File: config.mk
export PLATFORM = sky130hd
export DESIGN_NAME = dma2d_addr_gen
export DESIGN_NICKNAME = d
export VERILOG_FILES = /design/src/rtl/dma2d_pkg.sv /design/src/rtl/dma2d_side_walker.sv /design/src/rtl/dma2d_beat_counter.sv /design/src/rtl/dma2d_seq_ctrl.sv /design/src/rtl/dma2d_addr_gen.sv
export SDC_FILE = /design/constraint.sdc
export NUM_CORES = 1
export LEC_CHECK = 0
export CAP_MARGIN = 20
export CORE_MARGIN = 3
export CORE_UTILIZATION = 50
export DETAILED_ROUTE_END_ITERATION = 12
export DONT_BUFFER_PORTS = 1
export PLACE_DENSITY_LB_ADDON = 0.2
export SYNTH_ARGS = -nofsm -noshare
export SYNTH_HDL_FRONTEND = slang
export SYNTH_SLANG_ARGS = --single-unit
File: constraint.sdc
create_clock -name clk -period 6.5 [get_ports clk]
set_input_delay 1.3 -clock clk [delete_from_list [all_inputs] [get_ports clk]]
set_output_delay 1.3 -clock clk [all_outputs]
set_load 0.05 [all_outputs]
File: src/rtl/dma2d_pkg.sv
package dma2d_pkg;

   typedef enum logic [0:0] {
      SEQ_IDLE = 1'b0,
      SEQ_RUN  = 1'b1
   } seq_state_e;

   // true when v is a non-zero power of two
   function automatic bit is_pow2(input int v);
      return (v > 0) && ((v & (v - 1)) == 0);
   endfunction

endpackage

File: src/rtl/dma2d_side_walker.sv
// Address walker for one side of the transfer: row base plus burst offset.
module dma2d_side_walker #(
   parameter int ADDR_W     = 32,
   parameter int BEAT_BYTES = 8,
   parameter int MAX_BEATS  = 16,
   parameter bit IS_MEM     = 1'b1
) (
   input  logic              clk,
   input  logic              rst_n,
   input  logic              load,
   input  logic              restart,
   input  logic              step_row,
   input  logic              step_burst,
   input  logic [ADDR_W-1:0] start_addr,
   input  logic [ADDR_W-1:0] stride,
   output logic [ADDR_W-1:0] addr
);

   localparam logic [ADDR_W-1:0] ALIGN_MASK = ADDR_W'(BEAT_BYTES - 1);
   localparam logic [ADDR_W-1:0] BURST_STEP = ADDR_W'(MAX_BEATS * BEAT_BYTES);

   generate
      if (IS_MEM) begin : g_mem
         logic [ADDR_W-1:0] start_q;
         logic [ADDR_W-1:0] stride_q;
         logic [ADDR_W-1:0] row_base_q;
         logic [ADDR_W-1:0] addr_q;
         logic [ADDR_W-1:0] next_row;

         assign next_row = row_base_q + stride_q;

         always_ff @(posedge clk) begin
            if (!rst_n) begin
               start_q    <= '0;
               stride_q   <= '0;
               row_base_q <= '0;
               addr_q     <= '0;
            end else if (load) begin
               start_q    <= start_addr & ~ALIGN_MASK;
               stride_q   <= stride & ~ALIGN_MASK;
               row_base_q <= start_addr & ~ALIGN_MASK;
               addr_q     <= start_addr & ~ALIGN_MASK;
            end else if (restart) begin
               row_base_q <= start_q;
               addr_q     <= start_q;
            end else if (step_row) begin
               row_base_q <= next_row;
               addr_q     <= next_row;
            end else if (step_burst) begin
               addr_q     <= addr_q + BURST_STEP;
            end
         end

         assign addr = addr_q;
      end else begin : g_stream
         logic unused_side_inputs;
         assign unused_side_inputs = ^{clk, rst_n, load, restart, step_row,
                                       step_burst, start_addr, stride};
         assign addr = '0;
      end
   endgenerate

endmodule

File: src/rtl/dma2d_beat_counter.sv
// Tracks beats left in the current row and the row index.
module dma2d_beat_counter #(
   parameter int LEN_W     = 16,
   parameter int SH        = 3,
   parameter int MAX_BEATS = 16,
   localparam int MB_W     = $clog2(MAX_BEATS),
   localparam int BW       = LEN_W - SH
) (
   input  logic             clk,
   input  logic             rst_n,
   input  logic             load,
   input  logic             accept,
   input  logic [LEN_W-1:0] x_len,
   input  logic [LEN_W-1:0] y_len,
   output logic [MB_W-1:0]  burst_len_m1,
   output logic             row_end,
   output logic             req_end
);

   localparam logic [BW-1:0]   CAP      = BW'(MAX_BEATS);
   localparam logic [MB_W-1:0] FULL_LEN = MB_W'(MAX_BEATS - 1);

   logic [BW-1:0]    row_beats_m1_q;
   logic [BW-1:0]    rem_m1_q;
   logic [LEN_W-1:0] rows_m1_q;
   logic [LEN_W-1:0] row_idx_q;

   assign row_end      = (rem_m1_q < CAP);
   assign req_end      = row_end && (row_idx_q == rows_m1_q);
   assign burst_len_m1 = row_end ? rem_m1_q[MB_W-1:0] : FULL_LEN;

   always_ff @(posedge clk) begin
      if (!rst_n) begin
         row_beats_m1_q <= '0;
         rem_m1_q       <= '0;
         rows_m1_q      <= '0;
         row_idx_q      <= '0;
      end else if (load) begin
         row_beats_m1_q <= BW'(x_len >> SH);
         rem_m1_q       <= BW'(x_len >> SH);
         rows_m1_q      <= y_len;
         row_idx_q      <= '0;
      end else if (accept) begin
         if (row_end) begin
            rem_m1_q  <= row_beats_m1_q;
            row_idx_q <= req_end ? '0 : row_idx_q + LEN_W'(1);
         end else begin
            rem_m1_q  <= rem_m1_q - CAP;
         end
      end
   end

endmodule

File: src/rtl/dma2d_seq_ctrl.sv
// Request sequencer: idle/run state, repeat handling and completion strobe.
module dma2d_seq_ctrl
   import dma2d_pkg::*;
#(
   parameter int ID_W = 4
) (
   input  logic            clk,
   input  logic            rst_n,
   input  logic            req_valid,
   input  logic [ID_W-1:0] req_id,
   input  logic            req_cyclic,
   input  logic            burst_ready,
   input  logic            row_end,
   input  logic            req_end,
   output logic            req_ready,
   output logic            burst_valid,
   output logic            load,
   output logic            accept,
   output logic            restart,
   output logic            step_row,
   output logic            step_burst,
   output logic            done_pulse,
   output logic [ID_W-1:0] done_id
);

   seq_state_e      state_q;
   logic [ID_W-1:0] id_q;
   logic            cyc_q;
   logic            done_q;
   logic            finish;

   assign req_ready   = (state_q == SEQ_IDLE);
   assign burst_valid = (state_q == SEQ_RUN);
   assign load        = req_ready && req_valid;
   assign accept      = burst_valid && burst_ready;
   assign finish      = accept && req_end && !cyc_q;
   assign restart     = accept && req_end && cyc_q;
   assign step_row    = accept && row_end && !req_end;
   assign step_burst  = accept && !row_end;

   always_ff @(posedge clk) begin
      if (!rst_n) begin
         state_q <= SEQ_IDLE;
         id_q    <= '0;
         cyc_q   <= 1'b0;
         done_q  <= 1'b0;
      end else begin
         done_q <= finish;
         if (load) begin
            state_q <= SEQ_RUN;
            id_q    <= req_id;
            cyc_q   <= req_cyclic;
         end else if (finish) begin
            state_q <= SEQ_IDLE;
         end
      end
   end

   assign done_pulse = done_q;
   assign done_id    = id_q;

endmodule

File: src/rtl/dma2d_addr_gen.sv
// Two-dimensional DMA address generator, top level.
module dma2d_addr_gen
   import dma2d_pkg::*;
#(
   parameter int ADDR_W     = 32,
   parameter int LEN_W      = 16,
   parameter int BEAT_BYTES = 8,
   parameter int MAX_BEATS  = 16,
   parameter int ID_W       = 4,
   parameter bit SRC_IS_MEM = 1'b1,
   parameter bit DST_IS_MEM = 1'b1
) (
   input  logic                         clk,
   input  logic                         rst_n,
   input  logic                         req_valid,
   output logic                         req_ready,
   input  logic [ID_W-1:0]              req_id,
   input  logic [ADDR_W-1:0]            req_src_addr,
   input  logic [ADDR_W-1:0]            req_dst_addr,
   input  logic [ADDR_W-1:0]            req_src_stride,
   input  logic [ADDR_W-1:0]            req_dst_stride,
   input  logic [LEN_W-1:0]             req_x_len,
   input  logic [LEN_W-1:0]             req_y_len,
   input  logic                         req_cyclic,
   output logic                         burst_valid,
   input  logic                         burst_ready,
   output logic [ADDR_W-1:0]            burst_src_addr,
   output logic [ADDR_W-1:0]            burst_dst_addr,
   output logic [$clog2(MAX_BEATS)-1:0] burst_len_m1,
   output logic                         done_pulse,
   output logic [ID_W-1:0]              done_id,
   output logic [ADDR_W-1:0]            cur_src_addr,
   output logic [ADDR_W-1:0]            cur_dst_addr
);

   localparam int SH   = $clog2(BEAT_BYTES);
   localparam int MB_W = $clog2(MAX_BEATS);

   // elaboration-time parameter checks
   generate
      if (!is_pow2(BEAT_BYTES)) begin : g_bad_beat_bytes
         $error("BEAT_BYTES must be a power of two");
      end
      if (!is_pow2(MAX_BEATS) || MAX_BEATS < 2) begin : g_bad_max_beats
         $error("MAX_BEATS must be a power of two of at least 2");
      end
      if (LEN_W - SH <= MB_W) begin : g_bad_len_w
         $error("LEN_W too narrow for BEAT_BYTES and MAX_BEATS");
      end
      if (ADDR_W < SH + MB_W + 1) begin : g_bad_addr_w
         $error("ADDR_W too narrow for one burst step");
      end
   endgenerate

   logic load, accept, restart, step_row, step_burst;
   logic row_end, req_end;
   logic [ADDR_W-1:0] src_addr, dst_addr;

   dma2d_seq_ctrl #(
      .ID_W (ID_W)
   ) ctrl_i (
      .clk         (clk),
      .rst_n       (rst_n),
      .req_valid   (req_valid),
      .req_id      (req_id),
      .req_cyclic  (req_cyclic),
      .burst_ready (burst_ready),
      .row_end     (row_end),
      .req_end     (req_end),
      .req_ready   (req_ready),
      .burst_valid (burst_valid),
      .load        (load),
      .accept      (accept),
      .restart     (restart),
      .step_row    (step_row),
      .step_burst  (step_burst),
      .done_pulse  (done_pulse),
      .done_id     (done_id)
   );

   dma2d_beat_counter #(
      .LEN_W     (LEN_W),
      .SH        (SH),
      .MAX_BEATS (MAX_BEATS)
   ) beats_i (
      .clk          (clk),
      .rst_n        (rst_n),
      .load         (load),
      .accept       (accept),
      .x_len        (req_x_len),
      .y_len        (req_y_len),
      .burst_len_m1 (burst_len_m1),
      .row_end      (row_end),
      .req_end      (req_end)
   );

   dma2d_side_walker #(
      .ADDR_W     (ADDR_W),
      .BEAT_BYTES (BEAT_BYTES),
      .MAX_BEATS  (MAX_BEATS),
      .IS_MEM     (SRC_IS_MEM)
   ) src_walk_i (
      .clk        (clk),
      .rst_n      (rst_n),
      .load       (load),
      .restart    (restart),
      .step_row   (step_row),
      .step_burst (step_burst),
      .start_addr (req_src_addr),
      .stride     (req_src_stride),
      .addr       (src_addr)
   );

   dma2d_side_walker #(
      .ADDR_W     (ADDR_W),
      .BEAT_BYTES (BEAT_BYTES),
      .MAX_BEATS  (MAX_BEATS),
      .IS_MEM     (DST_IS_MEM)
   ) dst_walk_i (
      .clk        (clk),
      .rst_n      (rst_n),
      .load       (load),
      .restart    (restart),
      .step_row   (step_row),
      .step_burst (step_burst),
      .start_addr (req_dst_addr),
      .stride     (req_dst_stride),
      .addr       (dst_addr)
   );

   assign burst_src_addr = src_addr;
   assign burst_dst_addr = dst_addr;
   assign cur_src_addr   = src_addr;
   assign cur_dst_addr   = dst_addr;

endmodule

==> impl_metrics.yaml <==
synth:
  commonest_cells_post_synth: "nand2_1 (465), a21oi_1 (345), dfxtp_1 (309), o21ai_0 (140), nor2_1 (129)"
  synth_enable_flop_cells: 0
  yosysTopAreaCellShare_pct: 36.0
  synthesis.instances: 2268
  ys.warnings.count: 0
  dominantRegCellSynth: "dfxtp_1"
  yosysMostFrequentCell: "nand2_1"
  yosysSeqAreaShare_pct: 36.0
  synthesis.area_per_instance_um2: 7.58
  synth_cell_type_count: 83
  yosysTopAreaCell: "dfxtp_1"
  cell_types_occupying_the_most_area_after_synthesis: "dfxtp_1 (36%), nand2_1 (10%), a21oi_1 (10%)"
  synth-seq-cells: 309
  syn-num-nets: 2499
  synthesis.area_mm2: 0.0172
  synth_async_sr_flop_share_pct: 0
worst_setup_path:
  worst-endpoint-arrival_ns: 4.52
  worstSetupStartpointType: "flop"
  startpoint: "ctrl_i.burst_valid$_SDFFE_PN0P_"
  worst-path-max-fanout: 17
  setup.reg_to_reg.worst_slack_ns: 2.40
  critPathRequiredTime_ns: 6.93
  critPathKind: "flop to flop"
  critical_path.reg2reg.startpoint: "ctrl_i.burst_valid$_SDFFE_PN0P_"
  worstSetupEndpointType: "flop"
  r2r_end: "dst_walk_i.addr[29]$_SDFFE_PN0P_"
  ff2ff_path_depth: 9
clock_tree:
  tritoncts.num_buffers: 36
  hold_buffers: 0
  worst_setup_hold_path_clk_slew_ns: 0.06
  clkLatencyLatePin_ns: 0.54
  clock_h_tree_levels: 2
  cts-root-buf: "clkbuf_16"
  clock_path_buffers: 3
  cts.sinks: 309
  post-cts-setup-buffer-count: 0
  resized_after_cts: 0
  cts_tree: "done"
timing:
  worst-slew-pin-transition_ns: 1.17
  report.final.slew_viol_count: 0
  fin_crit_ns: 4.10
  timing_hold_violations_final: 0
  setup_total_negative_slack_ns: 0
  setup_viol_count_final: 0
  final_min_period_over_clock_period_pct: 63.1
  fmaxAchievable_ghz: 0.244
  clock_skew_ns: 0.0116
  grt_setup_unrepaired: "no"
  max-slew-margin-rel_pct: 22.2
grt:
  grt_start_max_net_pins: 117
  track_usage_pct: 28.6
  globalRouteOverflowTotal: 0
  grt_pass1_wl_mm: 83.3
  first_global_vias: 14949
  grt_antenna_before_repair: 1
floorplan:
  initial_core_util_pct: 51.0
  fp.dieArea_mm2: 0.0366
  top_level_ports: 308
  die_w_um: 191
  core.rowCount: 67
  core_area_mm2: 0.0337
  die-height_um: 191
placement:
  post-dp-hpwl_mm: 35.6
  place.port_buffers: 0
  gp_routability_congestion: 0.895
detailed_routing:
  route.detailed.wl_per_inst_um: 20.9
  detail_routed_via_count_per_cell: 6.18
  drt_iter0_markers: 1362
  totalWireLength_mm: 54.4
  drc: 0
  dr_pass1_iterations: 6
  via_count: 16071
  drtAntennaViolNets: 0
power_and_ir_drop:
  p_leak_nw: 6.88
  power_per_cell_area_mw_per_mm2: 286
  max_vdd_drop_v: 0.000187
layout:
  drive_gt1_share_pct: 6.23
  fin_nets: 2359
  layout-area-overhead-vs-synth_pct: 6.21
  finish.utilization_pct: 54.2
worst_hold_path:
  min-delay-path-class: "flop to flop"
  hold_path.startpoint: "beats_i.row_beats_m1_q[7]$_SDFFE_PN0P_"
  holdPathEnd: "beats_i.row_beats_m1_q[7]$_SDFFE_PN0P_"
  number_of_cells_on_the_worst_hold_path: 2
job:
  max_cap_viol_count: 0
status:
  status: "finished, final reports clean"
-- per-stage QoR --
stage	instance area (um^2)	cells	setup slack [ns]	power, W	hold WS, ns
2_1_floorplan	17200	2268	3.39	0.00301	0.431
3_3_place_gp	17000	2534	2.30	0.00316	0.438
3_5_place_dp	17000	2534	2.28	0.00318	0.447
4_1_cts	18200	2595	2.46	0.00524	0.454
5_1_grt	18300	2600	2.19	0.00543	0.475
6_report	18300	2600	2.40	0.00522	0.454
-- how the worst max path moves through the flow --
stage	to	depth (start not counted)
6_report	dst_walk_i.addr[29]$_SDFFE_PN0P_	9
3_3_place_gp	dst_walk_i.addr[29]$_SDFFE_PN0P_	9
5_1_grt	dst_walk_i.addr[29]$_SDFFE_PN0P_	9
4_1_cts	dst_walk_i.addr[29]$_SDFFE_PN0P_	9
3_5_place_dp	dst_walk_i.addr[29]$_SDFFE_PN0P_	9
2_1_floorplan	burst_len_m1[0]	4
-- routing by layer --
layer	vias up	wire length [um]	GRT usage [%]	part of all wire [%]
li1	7700	-	-	-
met2	673	25000	46.9	46
met4	0	1520	9.65	2.8
met1	7604	23100	37.2	43
met5	-	0	0	0
met3	94	4680	6.18	8.6
-- layout make-up --
type	count	area, um^2
Antenna cell	1	2.50
Sequential cell	309	6190
Clock inverter	9	123
Inverter	27	106
Tap cell	448	561
Clock buffer	52	1060
Fill cell	3208	15400
Timing Repair Buffer	42	362
Multi-Input combinational cell	1712	9850
-- critical path, stage by stage (launching register included) --
cell	delay, ns
dfxtp_1	0.87
nand2_1	0.65
or2_1	0.72
a21oi_2	0.87
buf_4	0.35
o21ai_1	0.09
nand2_1	0.10
o211ai_1	0.08
a2bb2oi_1	0.17
nand2_1	0.07
-- registers in the layout, summed over array words and instances, names as in the netlist --
name,cells
beats_i.rem_m1_q,13
beats_i.row_beats_m1_q,13
ctrl_i.cyc_q,1
src_walk_i.g_mem.row_base_q,32
dst_walk_i.g_mem.start_q,29
dst_walk_i.g_mem.row_base_q,32
beats_i.rows_m1_q,16
dst_walk_i.g_mem.stride_q,29
ctrl_i.done_pulse,1
src_walk_i.g_mem.stride_q,29
dst_walk_i.addr,32
beats_i.row_idx_q,16
src_walk_i.g_mem.start_q,29
ctrl_i.done_id,4
src_walk_i.addr,32
ctrl_i.burst_valid,1
-- layout by cell type, fill, tap and decap left out, drive strengths merged, types with 5 or more instances in the layout --
cell type,netlist,final
a211oi,15,15
a21boi,5,5
a21o,23,23
a21oi,347,347
a221o,7,7
a221oi,27,27
a22oi,7,7
a311oi,7,7
a31oi,16,16
a41oi,5,5
and2,9,9
and3,29,29
and4,8,8
buf,103,40
clkbuf,117,54
clkinv,1,5
dfxtp,309,309
ha,60,60
inv,26,27
nand2,466,466
nand2b,8,8
nand3,38,38
nand3b,7,7
nand4,26,26
nor2,134,134
nor2b,11,11
nor3,31,31
o211ai,15,15
o21a,9,9
o21ai,145,145
o21bai,7,7
o221ai,41,41
o22ai,18,18
o31ai,9,9
or2,8,8
or3,15,15
xnor2,74,74
xor2,35,35
-- power by group --
part           internal (W)  total (W)  switching, W
Combinational      0.000285   0.000866      0.000580
Sequential          0.00202    0.00229      0.000276
Clock               0.00125    0.00206      0.000815
-- kinds of logic after synthesis --
group,Yosys count,share of synthesized area (%)
mux,4,0.233
compound gates,736,26.0
xor+xnor,110,5.69
simple gates,800,20.4
fa+ha+maj,62,4.60
flops,309,36.0
buf+inv,247,7.07
Note: power is estimated with default switching activity, not from simulation.
